===== src/rtl/spi_irq_pkg.sv =====
package spi_irq_pkg;

  localparam int NUM_EVT   = 9;
  localparam int B_MODF    = 0;
  localparam int B_SMODF   = 1;
  localparam int B_TXEMPTY = 2;
  localparam int B_UNDR    = 3;
  localparam int B_RXOVR   = 4;
  localparam int B_RXFULL  = 5;
  localparam int B_RXNE    = 6;
  localparam int B_TXHALF  = 7;
  localparam int B_SSMODE  = 8;

  typedef struct packed {
    logic               wrStat;
    logic               wrEnab;
    logic               wrGie;
    logic               rdStat;
    logic               rdEnab;
    logic               rdGie;
    logic [NUM_EVT-1:0] hwSet;
  } irqCtl_t;

endpackage


===== src/rtl/spi_irq_ctrl.sv =====
module spi_irq_ctrl
  import spi_irq_pkg::*;
#(
  parameter int ADDR_W = 8,
  parameter logic [ADDR_W-1:0] OFS_STAT = 8'h20,
  parameter logic [ADDR_W-1:0] OFS_ENAB = 8'h28,
  parameter logic [ADDR_W-1:0] OFS_GIE  = 8'h1C
) (
  input  logic              clk,
  input  logic              rstN,
  input  logic [ADDR_W-1:0] busAddr,
  input  logic              busWrEn,
  input  logic              ssActive,
  input  logic              isMaster,
  input  logic              spiEnable,
  input  logic              undrStb,
  input  logic              txEmptyStb,
  input  logic              rxOvrStb,
  input  logic              rxFullStb,
  input  logic              rxNotEmptyStb,
  input  logic              txHalfStb,
  input  logic              ssModeStb,
  output irqCtl_t           ctl
);

  logic ssPrev;
  logic ssRise;
  logic selStat, selEnab, selGie;

  // Remember last slave-select level so the mode fault fires once per assertion
  always_ff @(posedge clk or negedge rstN) begin
    if (!rstN) ssPrev <= 1'b0;
    else       ssPrev <= ssActive;
  end

  assign ssRise  = ssActive & ~ssPrev;
  assign selStat = (busAddr == OFS_STAT);
  assign selEnab = (busAddr == OFS_ENAB);
  assign selGie  = (busAddr == OFS_GIE);

  always_comb begin
    ctl = '0;
    ctl.wrStat = busWrEn & selStat;
    ctl.wrEnab = busWrEn & selEnab;
    ctl.wrGie  = busWrEn & selGie;
    ctl.rdStat = selStat;
    ctl.rdEnab = selEnab;
    ctl.rdGie  = selGie;
    ctl.hwSet[B_MODF]    = ssRise & isMaster;
    ctl.hwSet[B_SMODF]   = ssActive & ~isMaster & ~spiEnable;
    ctl.hwSet[B_TXEMPTY] = txEmptyStb;
    ctl.hwSet[B_UNDR]    = undrStb & ~isMaster & spiEnable;
    ctl.hwSet[B_RXOVR]   = rxOvrStb;
    ctl.hwSet[B_RXFULL]  = rxFullStb;
    ctl.hwSet[B_RXNE]    = rxNotEmptyStb;
    ctl.hwSet[B_TXHALF]  = txHalfStb;
    ctl.hwSet[B_SSMODE]  = ssModeStb;
  end

endmodule


===== src/rtl/spi_irq_data.sv =====
module spi_irq_data
  import spi_irq_pkg::*;
#(
  parameter int DATA_W  = 32,
  parameter int GIE_BIT = 31
) (
  input  logic               clk,
  input  logic               rstN,
  input  irqCtl_t            ctl,
  input  logic [DATA_W-1:0]  busWrData,
  output logic [DATA_W-1:0]  busRdData,
  output logic [NUM_EVT-1:0] statQ,
  output logic [NUM_EVT-1:0] enQ,
  output logic               gieQ,
  output logic               irqOut
);

  localparam int PAD_W = DATA_W - NUM_EVT;

  logic [NUM_EVT-1:0] wrBits;
  logic               unusedWrBits;

  assign wrBits       = busWrData[NUM_EVT-1:0];
  assign unusedWrBits = ^busWrData[DATA_W-1:NUM_EVT];

  // Per-bit status: toggle on write of one, hardware set has the last word
  for (genvar i = 0; i < NUM_EVT; i++) begin : g_stat
    always_ff @(posedge clk or negedge rstN) begin
      if (!rstN) statQ[i] <= 1'b0;
      else       statQ[i] <= (statQ[i] ^ (ctl.wrStat & wrBits[i])) | ctl.hwSet[i];
    end
  end

  always_ff @(posedge clk or negedge rstN) begin
    if (!rstN)          enQ <= '0;
    else if (ctl.wrEnab) enQ <= wrBits;
  end

  always_ff @(posedge clk or negedge rstN) begin
    if (!rstN)         gieQ <= 1'b0;
    else if (ctl.wrGie) gieQ <= busWrData[GIE_BIT];
  end

  assign irqOut = gieQ & (|(statQ & enQ));

  always_comb begin
    busRdData = '0;
    if (ctl.rdStat)     busRdData = {{PAD_W{1'b0}}, statQ};
    else if (ctl.rdEnab) busRdData = {{PAD_W{1'b0}}, enQ};
    else if (ctl.rdGie)  busRdData[GIE_BIT] = gieQ;
  end

endmodule


===== src/rtl/spi_irq_regs.sv =====
module spi_irq_regs
  import spi_irq_pkg::*;
#(
  parameter int ADDR_W  = 8,
  parameter int DATA_W  = 32,
  parameter int GIE_BIT = 31,
  parameter logic [ADDR_W-1:0] OFS_STAT = 8'h20,
  parameter logic [ADDR_W-1:0] OFS_ENAB = 8'h28,
  parameter logic [ADDR_W-1:0] OFS_GIE  = 8'h1C
) (
  input  logic              clk,
  input  logic              rstN,
  input  logic [ADDR_W-1:0] busAddr,
  input  logic              busWrEn,
  input  logic [DATA_W-1:0] busWrData,
  output logic [DATA_W-1:0] busRdData,
  input  logic              ssActive,
  input  logic              isMaster,
  input  logic              spiEnable,
  input  logic              undrStb,
  input  logic              txEmptyStb,
  input  logic              rxOvrStb,
  input  logic              rxFullStb,
  input  logic              rxNotEmptyStb,
  input  logic              txHalfStb,
  input  logic              ssModeStb,
  output logic              irqOut,
  output logic              txInhibit
);

  irqCtl_t            ctl;
  logic [NUM_EVT-1:0] statQ;
  logic [NUM_EVT-1:0] enQ;
  logic               gieQ;

  spi_irq_ctrl #(
    .ADDR_W(ADDR_W), .OFS_STAT(OFS_STAT), .OFS_ENAB(OFS_ENAB), .OFS_GIE(OFS_GIE)
  ) u_ctrl (
    .clk(clk), .rstN(rstN), .busAddr(busAddr), .busWrEn(busWrEn),
    .ssActive(ssActive), .isMaster(isMaster), .spiEnable(spiEnable),
    .undrStb(undrStb), .txEmptyStb(txEmptyStb), .rxOvrStb(rxOvrStb),
    .rxFullStb(rxFullStb), .rxNotEmptyStb(rxNotEmptyStb), .txHalfStb(txHalfStb),
    .ssModeStb(ssModeStb), .ctl(ctl)
  );

  spi_irq_data #(
    .DATA_W(DATA_W), .GIE_BIT(GIE_BIT)
  ) u_data (
    .clk(clk), .rstN(rstN), .ctl(ctl), .busWrData(busWrData),
    .busRdData(busRdData), .statQ(statQ), .enQ(enQ), .gieQ(gieQ), .irqOut(irqOut)
  );

  assign txInhibit = isMaster & statQ[B_TXEMPTY];

endmodule


===== config.mk =====
export PLATFORM = sky130hd
export DESIGN_NAME = spi_irq_regs
export DESIGN_NICKNAME = d
export VERILOG_FILES = /design/src/rtl/spi_irq_pkg.sv /design/src/rtl/spi_irq_ctrl.sv /design/src/rtl/spi_irq_data.sv /design/src/rtl/spi_irq_regs.sv
export SDC_FILE = /design/constraint.sdc
export NUM_CORES = 1
export LEC_CHECK = 0
export ABC_AREA = 1
export BUFFER_PORTS_ARGS = -buffer_cell sky130_fd_sc_hd__buf_4
export CORE_MARGIN = 4
export CORE_UTILIZATION = 42
export CTS_CLUSTER_SIZE = 16
export DETAILED_ROUTE_END_ITERATION = 8
export GPL_TIMING_DRIVEN = 0
export PLACE_DENSITY = 0.8
export SLEW_MARGIN = 20
export SYNTH_ARGS = -nofsm -noshare
export SYNTH_HDL_FRONTEND = slang
export SYNTH_HIERARCHICAL = 1
export SYNTH_SLANG_ARGS = --single-unit

===== constraint.sdc =====
create_clock -name clk -period 0.8 [get_ports clk]
set_input_delay 0.04 -clock clk [delete_from_list [all_inputs] [get_ports clk]]
set_output_delay 0.04 -clock clk [all_outputs]
set_load 0.01 [all_outputs]

==> qor.yml <==
place:
  hpwl_um: 2230
  gp_congestion: 0.732
  post_dp_cell_area_um2: 1800
  io_buffers: 36
synth:
  synth_edf_count: 0
  synth_largest_area_cell: "dfrtp_1"
  ys_seq_area_frac: 0.373
  synth_top_family_by_area: "buffers and inverters"
  synthCells: 189
  yosys.area_share.simple: 0.203
  yosys_warnings: 6
  yosys.area.top_type_share: 0.373
  synth_area_leaders: "dfrtp_1 (37%), buf_4 (17%), nand2_1 (16%), inv_1 (7.3%), o21ai_0 (5.6%)"
  synth_area_per_cell_um2: 7.09
  ys.flop_type: "dfrtp_1"
  synth_compound_area_frac: 0.137
  synthAdderAreaFrac: 0
  synthTopCellsByCount: "nand2_1 (56), buf_4 (31), inv_1 (26)"
  synthArstFlopShare: 1.00
  synth_seq_cells: 20
  muxShareOfSynthArea: 0.00840
  post-synth-top-count-cell: "nand2_1"
  ys_types: 17
  synth_area_um2: 1340
  synthXorXnorAreaFrac: 0
timing:
  slew_viol_final: 0
  skew_ns: 0.000120
  hold_violations: 0
  min_period_ns: 1.33
  rsz0062_at_grt: "yes"
  worst_slack_ns: -0.530
  setup_viol: 21
  max_freq_mhz: 752
  fin_crit_sh: 1.66
job:
  maxCapViolCount: 0
pwr:
  seqPwrFrac: 0.511
  p_leak_nw: 1.24
  peakVddDrop_mv: 0.480
  internal_power_w: 0.00154
  pwr-share-clk: 0.225
  sw_frac_of_total: 0.271
  p_comb_frac: 0.264
  p_sw_w: 0.000572
  powerDensity_nw_per_um2: 882
die:
  initial_utilization: 0.439
  die-area_um2: 4160
  core_region_area_um2: 3050
  die_width_um: 64.5
  chipHeight_um: 64.5
  num_rows: 20
  io_pins: 87
worst_setup_path:
  path_buf_inv: 2
  start_kind: "register"
  crit_path_top_delay_cell: "dfrtp_1"
  crit_top_cell: "nand2_1"
  timing.rr.start: "u_data/statQ[8]"
  crit_path_max_fanout: 2
  arrival_ns: 1.29
  crit_required_ns: 0.76
  setup.worst_path.end_class: "primary output"
  worstSetupPathType: "register to primary output"
  critical-path-top-delay-family: "flip-flops"
  cp_cell_sequence: "nand2_1 > nand2_1 > nor2_1 > nand3_1 > nand2_1 > inv_2 > buf_6"
  crit_path_start: "u_data/statQ[8]"
  max_stage_delay_ns: 0.42
layout:
  stdcell_area_um2: 2390
  multi_input_area_um2: 717
  diodes: 0
  synthToLayoutAreaGrowth_pct: 78.4
  n_fill_cell: 216
  final_util: 0.783
  seq_area_um2: 500
  final_net_count: 343
  drive_gt1_frac: 0.521
detailed_routing:
  wire_per_inst_um: 12.1
  dr.pass1.iters: 5
  postRouteAntennaNets: 0
  drt-initial-drc-count: 80
  drt_wl_total_um: 4000
  drc: 0
  routed-via-count: 1482
  vias_per_cell: 4.46
outcome:
  violations: "negative setup slack"
  status: "finished with violations"
clock_network:
  cts_max_level: 1
  cts_tree: "yes"
  clkTransAtPathRegs_ns: 0.11
  cts_buffers: 3
  clock-sinks: 20
  clkLatencyLatePin_ns: 0.30
  cts_root_buf: "clkbuf_4"
  max-clock-path-buffers: 2
global_routing:
  grt_pass1_vias: 1256
  overflow: 0
  antenna_found_initial: 0
  grt_pass1_wl_um: 5600
  grt_max_degree: 21
  track_usage: 0.172
worst_hold_path:
  hold_class: "primary input to register"
  holdCritStartpoint: "spiEnable"
-- kinds of logic after synthesis --
family | count (synthesis)
DFF | 20
and+or+nand+nor | 70
other | 1
buffers and inverters | 61
muxes | 1
AOI/OAI and AO/OA | 36
-- repair_timing --
item,4_1_cts,5_1_grt
gates cloned,2,1
hold buffers,18,0
setup buffers,9,11
gates resized for setup,23,47
endpoints found under the setup margin,21,31
pin swaps,9,21
hold endpoints to repair,38,0
-- registers in the layout, summed over array words and instances, names as in the netlist --
register       flops
u_data/gieQ        1
u_data/statQ       9
u_data/enQ         9
u_ctrl/ssPrev      1
-- layer usage --
| metal | global-route usage | up-vias | wire length [um] |
|---|---|---|---|
| met2 | 0.303 | 60 | 2160 |
| met1 | 0.215 | 681 | 1530 |
| met4 | 0.0633 | 0 | 74 |
| li1 | - | 733 | - |
| met3 | 0.0225 | 8 | 241 |
| met5 | 0 | - | 0 |
-- worst reg2reg max path, stage by stage (launching register included) --
cell     delay (ns)
dfrtp_1        0.42
buf_6          0.13
buf_6          0.11
a21oi_2        0.11
o21ai_1        0.07
-- metrics by stage --
stage | power [W] | setup WS, ns | hold slack, ns | instances | setup TNS, ns
floorplan | 0.00135 | -0.102 | -0.256 | 210 | -1.24
global placement | 0.00150 | -0.372 | -0.0692 | 290 | -9.50
detailed placement | 0.00151 | -0.395 | -0.0683 | 290 | -9.91
CTS | 0.00206 | -0.491 | 0.0395 | 322 | -4.06
global route | 0.00220 | -0.598 | 0.0439 | 332 | -5.68
finish | 0.00211 | -0.530 | 0.0447 | 332 | -4.72
-- final timing paths --
kind,to,slack [ns],cells after the start
min in group asynchronous,u_data/enQ[4],0.15,2
hold / removal,u_data/statQ[1],0.04,4
max in group asynchronous,u_data/gieQ,0.45,2
setup reg to reg,u_data/statQ[8],-0.13,4
hold reg to reg,u_data/statQ[3],0.54,1
setup / recovery,irqOut,-0.53,7
-- cell type report --
cell class / instances / area share
Multi-Input combinational cell: 130 / 0.300
Inverter: 26 / 0.0460
Sequential cell: 20 / 0.209
Tap cell: 44 / 0.0230
Timing Repair Buffer: 74 / 0.290
Buffer: 35 / 0.122
Clock buffer: 3 / 0.00942
-- power by group through the flow --
stage	combinational, W	clock, W	sequential, W
after floorplan	0.000258	0	0.00109
after global placement	0.000410	0	0.00109
after detailed placement	0.000416	0	0.00110
after CTS	0.000501	0.000485	0.00108
after global routing	0.000605	0.000514	0.00108
final	0.000557	0.000474	0.00108
-- layout by cell type (no fill, tap or decap), drive strengths merged --
cell	synthesis	layout
nor3b	1	1
buf	35	91
mux2	1	1
dlygate4sd3	0	18
a21oi	9	9
o21ai	27	27
inv	26	26
conb	1	22
nand2	56	57
clkbuf	0	3
dfrtp	20	20
nor2	11	11
nand3	1	1
nor3	1	1
No activity file was read; power rests on OpenSTA's default activity.
